### src/rtl/gip_pkg.sv
package gip_pkg;

    localparam int WORD_W = 32;
    localparam int ADDR_W = 3;
    localparam int HALF_PINS = 16;

    typedef enum logic [ADDR_W-1:0] {
        A_OE      = 3'd0,
        A_IE      = 3'd1,
        A_DATA    = 3'd2,
        A_TRIG_HI = 3'd3,
        A_TRIG_LO = 3'd4,
        A_MASK    = 3'd5,
        A_CTRL    = 3'd6,
        A_PEND    = 3'd7
    } reg_addr_e;

    typedef enum logic [1:0] {
        TRG_LVL_HI = 2'b00,
        TRG_LVL_LO = 2'b01,
        TRG_RISE   = 2'b10,
        TRG_FALL   = 2'b11
    } trig_e;

    typedef struct packed {
        logic clksel;
        logic pend;
        logic en;
    } ctrl_t;

    function automatic logic trig_hit(trig_e t, logic cur, logic prev);
        case (t)
            TRG_LVL_HI: trig_hit = cur;
            TRG_LVL_LO: trig_hit = ~cur;
            TRG_RISE:   trig_hit = cur & ~prev;
            default:    trig_hit = ~cur & prev;
        endcase
    endfunction

endpackage

### src/rtl/gip_sync.sv
module gip_sync #(
    parameter int W = 32
) (
    input  logic         clk,
    input  logic         rst,
    input  logic [W-1:0] d,
    output logic [W-1:0] q
);
    logic [W-1:0] meta;

    always_ff @(posedge clk) begin
        if (rst) begin
            meta <= '0;
            q    <= '0;
        end else begin
            meta <= d;
            q    <= meta;
        end
    end
endmodule

### src/rtl/gip_detect.sv
module gip_detect
    import gip_pkg::*;
#(
    parameter int N = 32
) (
    input  logic           clk,
    input  logic           rst,
    input  logic [N-1:0]   cur,
    input  logic [2*N-1:0] trig,
    output logic [N-1:0]   evt
);
    logic [N-1:0] prev;

    always_ff @(posedge clk) begin
        if (rst) prev <= '0;
        else     prev <= cur;
    end

    for (genvar i = 0; i < N; i++) begin : g_pin
        assign evt[i] = trig_hit(trig_e'(trig[2*i +: 2]), cur[i], prev[i]);
    end
endmodule

### src/rtl/gip_pending.sv
module gip_pending #(
    parameter int N = 32
) (
    input  logic         clk,
    input  logic         rst,
    input  logic [N-1:0] evt,
    input  logic [N-1:0] mask,
    input  logic [N-1:0] clr,
    input  logic         port_clr,
    output logic [N-1:0] pend,
    output logic         port_pend
);
    logic [N-1:0] hits;

    assign hits = evt & mask;

    always_ff @(posedge clk) begin
        if (rst) begin
            pend      <= '0;
            port_pend <= 1'b0;
        end else begin
            pend      <= (pend & ~clr) | hits;
            port_pend <= (port_pend & ~port_clr) | (|hits);
        end
    end
endmodule

### src/rtl/gpio_irq_port.sv
module gpio_irq_port
    import gip_pkg::*;
#(
    parameter int NPINS = 32
) (
    input  logic              clk,
    input  logic              rst,
    input  logic [ADDR_W-1:0] addr,
    input  logic              wr_en,
    input  logic [WORD_W-1:0] wr_data,
    output logic [WORD_W-1:0] rd_data,
    input  logic [NPINS-1:0]  pad_in,
    output logic [NPINS-1:0]  pad_out,
    output logic [NPINS-1:0]  pad_oe,
    output logic [NPINS-1:0]  pad_ie,
    output logic              irq
);
    localparam int TW = 2 * NPINS;

    logic [NPINS-1:0]  oe_q, ie_q, dat_q, mask_q;
    logic [WORD_W-1:0] trig_hi_q, trig_lo_q;
    ctrl_t             ctrl_q;
    logic [NPINS-1:0]  pin_sync, evt, pend, pend_clr;
    logic [TW-1:0]     trig_vec;
    logic              port_pend, port_clr;
    reg_addr_e         waddr;

    assign waddr = reg_addr_e'(addr);

    always_ff @(posedge clk) begin
        if (rst) begin
            oe_q      <= '0;
            ie_q      <= '0;
            dat_q     <= '0;
            mask_q    <= '0;
            trig_hi_q <= '0;
            trig_lo_q <= '0;
            ctrl_q    <= '0;
        end else if (wr_en) begin
            case (waddr)
                A_OE:      oe_q      <= wr_data[NPINS-1:0];
                A_IE:      ie_q      <= wr_data[NPINS-1:0];
                A_DATA:    dat_q     <= wr_data[NPINS-1:0];
                A_TRIG_HI: trig_hi_q <= wr_data;
                A_TRIG_LO: trig_lo_q <= wr_data;
                A_MASK:    mask_q    <= wr_data[NPINS-1:0];
                A_CTRL: begin
                    ctrl_q.en     <= wr_data[0];
                    ctrl_q.clksel <= wr_data[2];
                end
                default: ;
            endcase
        end
    end

    assign pend_clr = (wr_en && waddr == A_PEND) ? wr_data[NPINS-1:0] : '0;
    assign port_clr = wr_en && waddr == A_CTRL && wr_data[1];

    for (genvar i = 0; i < NPINS; i++) begin : g_trig
        if (i < HALF_PINS) begin : g_lo
            assign trig_vec[2*i +: 2] = trig_lo_q[2*(i % HALF_PINS) +: 2];
        end else begin : g_hi
            assign trig_vec[2*i +: 2] = trig_hi_q[2*(i % HALF_PINS) +: 2];
        end
    end

    gip_sync #(.W(NPINS)) u_sync (
        .clk(clk), .rst(rst), .d(pad_in), .q(pin_sync)
    );

    gip_detect #(.N(NPINS)) u_det (
        .clk(clk), .rst(rst), .cur(pin_sync), .trig(trig_vec), .evt(evt)
    );

    gip_pending #(.N(NPINS)) u_pend (
        .clk(clk), .rst(rst), .evt(evt), .mask(mask_q), .clr(pend_clr),
        .port_clr(port_clr), .pend(pend), .port_pend(port_pend)
    );

    always_comb begin
        rd_data = '0;
        case (waddr)
            A_OE:      rd_data[NPINS-1:0] = oe_q;
            A_IE:      rd_data[NPINS-1:0] = ie_q;
            A_DATA:    rd_data[NPINS-1:0] = (oe_q & dat_q) | (~oe_q & pin_sync);
            A_TRIG_HI: rd_data = trig_hi_q;
            A_TRIG_LO: rd_data = trig_lo_q;
            A_MASK:    rd_data[NPINS-1:0] = mask_q;
            A_CTRL:    rd_data[2:0] = {ctrl_q.clksel, port_pend, ctrl_q.en};
            default:   rd_data[NPINS-1:0] = pend;
        endcase
    end

    assign pad_out = dat_q;
    assign pad_oe  = oe_q;
    assign pad_ie  = ie_q;
    assign irq     = ctrl_q.en & (|(pend & mask_q));
endmodule

### config.mk
export PLATFORM = sky130hd
export DESIGN_NAME = gpio_irq_port
export DESIGN_NICKNAME = d
export VERILOG_FILES = /design/src/rtl/gip_pkg.sv /design/src/rtl/gip_sync.sv /design/src/rtl/gip_detect.sv /design/src/rtl/gip_pending.sv /design/src/rtl/gpio_irq_port.sv
export SDC_FILE = /design/constraint.sdc
export NUM_CORES = 1
export LEC_CHECK = 0
export CORE_MARGIN = 2
export CORE_UTILIZATION = 34
export CTS_BUF_LIST = sky130_fd_sc_hd__clkbuf_4 sky130_fd_sc_hd__clkbuf_8
export DETAILED_ROUTE_END_ITERATION = 10
export GPL_TIMING_DRIVEN = 0
export SLEW_MARGIN = 5
export SYNTH_ARGS = -nofsm -noshare
export SYNTH_HDL_FRONTEND = slang
export SYNTH_SLANG_ARGS = --single-unit
### constraint.sdc
create_clock -name clk -period 7 [get_ports clk]
set_clock_uncertainty 0.15 [all_clocks]
set_input_delay 1.75 -clock clk [delete_from_list [all_inputs] [get_ports clk]]
set_output_delay 1.75 -clock clk [all_outputs]
set_load 0.02 [all_outputs]
# After elaboration in Yosys (flattened, before gate mapping)
# Cells that the tools add are included.
op_classes:
  reduce_logical: 45
  eq_ne: 71
  n_bitwise: 141
  muxes: 35
op_table:
  columns: ["operator", "count"]
  rows:
  - ["$pmux 29 s7", 1]
  - ["$and 32x32->32", 5]
  - ["$pmux 1 s3", 32]
  - ["$and 1x1->1", 66]
  - ["$not 1->1", 65]
  - ["$eq 2x1->1 const B", 32]
  - ["$eq 2x2->1 const B", 32]
  - ["$logic_not 2->1", 32]
  - ["$not 32->32", 2]
  - ["$or 32x32->32", 2]
  - ["$reduce_or 32->1", 2]
  - ["$mux 32", 1]
  - ["$pmux 3 s7", 1]
  - ["$reduce_and 2->1", 7]
  - ["$eq 3x3->1 const B", 4]
  - ["$eq 3x2->1 const B", 2]
  - ["$eq 3x1->1 const B", 1]
  - ["$logic_and 1x1->1", 3]
  - ["$logic_not 3->1", 1]
  - ["$or 1x1->1", 1]
totals:
  input_bits: 70
  output_inout_bits: 129
  regBits: 323
  elab_cells: 305

# Logic depth before layout (Yosys ltp)
depth:
  depth_word: 6
  mapped_depth: 9
  mapped_depth_nobuf: 6

# Cells and area by module
# From an unflattened synthesis, not the netlist that was laid out.
hier_totals:
  hier_cells: 1765
  area_unflattened_um2: 14332.5
by_module_without_submodules:
  columns: ["mod", "area_per_inst_um2", "instances", "cells_each", "seq_area_each_um2"]
  rows:
  - ["gpio_irq_port", 9381.5, 1, 1288, 3883.7]
  - ["gip_sync", 1918.1, 1, 135, 1281.2]
  - ["gip_detect", 1780.5, 1, 195, 640.6]
  - ["gip_pending", 1252.5, 1, 147, 660.6]

# Worst setup path before layout
# No wires, ideal clock.
synth_path:
  path_kind: "input to output"
  start: "in addr[0]"
  end: "out rd_data[31]"
  cell_stages: 9
  t_required_ps: 5100
  arrival_time_ps: 3032
  path_buffers: 3
  path_slack_ps: 2068
  cell_sequence: "buf_6 -> or2_1 -> buf_6 -> nor2_4 -> buf_6 -> a21oi_1 -> a21oi_1 -> a311oi_1 -> a21oi_1"
synth_via:
  elab_chain_cells: 2
  elab_cells_between_ends: 8
  cone_classes: "6 x eq/ne; 1 x mux; 1 x reduce/logical"
synth_lines:
  columns: ["item", "line_no", "text"]
  rows:
  - ["start: declaration", "gpio_irq_port.sv:8", "input logic [ADDR_W-1:0] addr,"]
  - ["$eq 3x3->1 (tied with other cells)", "gpio_irq_port.sv:82", "case (waddr)"]
  - ["$pmux 29 s7 (*)", "gpio_irq_port.sv:82", null]
  - ["end: declaration", "gpio_irq_port.sv:11", "output logic [WORD_W-1:0] rd_data,"]
# Mark *: on every way between the ends. The rest lies on a longest branch, timed or not.

# Final worst setup path
layout_path:
  start: "in addr[1]"
  end: "out rd_data[3]"
# Same word-level chain as after synthesis.

==> flow_summary.toml <==
[critical_path]
rrSetupSlack_ps = 4650
crit_type = "input pin to output pin"
crit_required_ps = 5100
start_kind = "input pin"
path_max_fanout = 10
cp.arrival_ps = 5050
cp-end-kind = "output pin"

[placed_design]
gp_congestion = 1.03
dp.cells = 2431
numPortBuffers = 193
place_area_mm2 = 0.0162
dp_hpwl_mm = 48.8

[final_layout]
final_cell_mix = "483 x nand2_1, 323 x dfxtp_1, 277 x a21oi_1"
seqCellArea_mm2 = 0.00647
area_growth_pct = 28.4
fill_cells = 4034
fin_area_mm2 = 0.0175
multi_input_area_mm2 = 0.00643
final_net_count = 2033
drive_above_1_share_pct = 9.02
fin_cells = 2532
diodes = 0
final_common_cell = "nand2_1"

[global_route]
grt.met2_usage_pct = 48.1
grt_max_degree = 15
grt_usage_pct = 31.4
antenna_found_initial = 1
grt_use_met1_pct = 42.0
grt_pass1_vias = 13222
top_usage_layer = "met2"
grt_first_pass_wirelength_mm = 92.9
met3_usage_pct = 7.16
grt.overflow.total = 0

[floorplan]
row_count = 73
die_x_um = 204
start_util_pct = 34.4
die_area_mm2 = 0.0417
core_area_mm2 = 0.0396
die_y_um = 204
ios = 199

[routing]
post_drt_wl_per_cell_um = 26.2
avgViaCountPerCell = 5.57
drt_pass1_iterations = 5
drcViolationCount = 0
drtAntennaViolNets = 0
routed_wl_mm = 66.4
drt_iter0_drc = 1696
dr_total_vias = 14094

[clocking]
path_clk_slew_ps = 70
root_buffer = "clkbuf_8"
cts_buffers = 55
clock_sinks = 323
clockBufferDepth = 3
clock_latency_ps = 660
cts_tree = "built"
ctsHoldBuffers = 0
ctsHtreeMaxLevel = 2

[timing]
hold_slack_ps = 283
final_hold_viol_count = 0
setup_violations = 0
fmax_ghz = 0.144
final.min_clock_period_ps = 6950
slew_headroom_pct = 25.2
tns_ps = 0
worst_slew_pin_slew_ps = 1120
rsz0062_at_grt = "no"
fin_crit_sh_pct = 99.2
slew_viol_final = 0

[synth]
yosysUniqueCellTypes = 46
yosys_warnings = 0
seq_area_frac_synth_pct = 47.4
synth_edf_count = 0
syn-cell-area_mm2 = 0.0136
synth.avg_cell_area_um2 = 7.96
ys.flop_type = "dfxtp_1"
synth_fp_nets = 1783
yosys_register_bits = 323
syn_inst = 1713
async_flop_share_pct = 0

[flow_run]
maxCapViolCount = 0

[power]
finalPower_mw = 4.35
ir_drop_uv = 130
p_per_area_mw_per_mm2 = 249
leakagePower_nw = 6.05

[status]
outcome = "completed"

[min_path]
holdCritPathClass = "register to register"
## metrics by stage
stage / utilization (%) / setup slack [ps]
final: 44.1 / 53.2
after floorplan: - / 2070
after CTS: 44.1 / 80.0
after detailed placement: 40.9 / -36.8
after global placement: 40.9 / -17.3
after global routing: 44.1 / 69.3
## timing repair
item / 4_1_cts / 5_1_grt
buffers inserted: 0 / 0
endpoints found under the setup margin: 1 / 1
endpoints found under the hold margin: 0 / 0
gates resized for setup: 1 / 3
## critical path, cell delays in order
cell and delay [ps]:
clkdlybuf4s50_1 470, buf_2 220, buf_2 370, buf_1 880
nor2_1 220, a311oi_1 350, a21oi_1 150, clkdlybuf4s50_1 610
## worst paths after layout
check | to | startpoint | depth (start not counted)
worst max register to register | u_pend.port_pend$_SDFF_PP0_ | u_sync.q[19]$_SDFF_PP0_ | 6
worst min-delay path | u_sync.q[17]$_SDFF_PP0_ | u_sync.meta[17]$_SDFF_PP0_ | 1
worst min register to register | u_sync.q[17]$_SDFF_PP0_ | u_sync.meta[17]$_SDFF_PP0_ | 1
worst max-delay path | rd_data[3] | addr[1] | 8
## per-layer routing
metal / vias to the layer above / part of all wire (%)
li1: 6331 / -
met5: - / 0.014
met1: 6761 / 41
met3: 152 / 11
met4: 2 / 4.5
met2: 848 / 44
## synth_stat cells, drive strengths merged, types with 17 or more instances
cell    instances  area, um^2
a211oi         20         150
a21oi         277        1390
a22oi          43         323
and3           24         150
buf            63         377
clkbuf         62         233
dfxtp         323        6470
inv            33         124
mux2           17         191
mux2i          18         180
nand2         483        1810
nand2b         29         181
nor2           46         183
nor2b         110         688
o21ai          46         230
o221ai         22         193
## cell families (layout without fill, tap and decap cells)
logic type	after synthesis	count (layout)	share of synthesized area [%]
multiplexers	37	37	3.06
AO/OA/AOI/OAI	477	477	20.8
AND/OR/NAND/NOR	718	718	23.4
buffers and inverters	158	452	5.38
flip-flops	323	323	47.4
## final cells by class
cell class,instances,area share [%]
Tap cell,525,3.75
Clock buffer,84,6.07
Inverter,33,0.708
Timing Repair Buffer,193,11.0
Clock inverter,17,1.24
Sequential cell,323,37.0
Buffer,125,3.50
Multi-Input combinational cell,1232,36.7
## power by group
| group | total [mW] | switching (mW) | internal (mW) |
|---|---|---|---|
| Combinational | 0.435 | 0.283 | 0.152 |
| Sequential | 1.93 | 0.0477 | 1.89 |
| Clock | 1.98 | 0.830 | 1.15 |
| Total | 4.35 | 1.16 | 3.19 |
(Power assumes the default switching activity.)
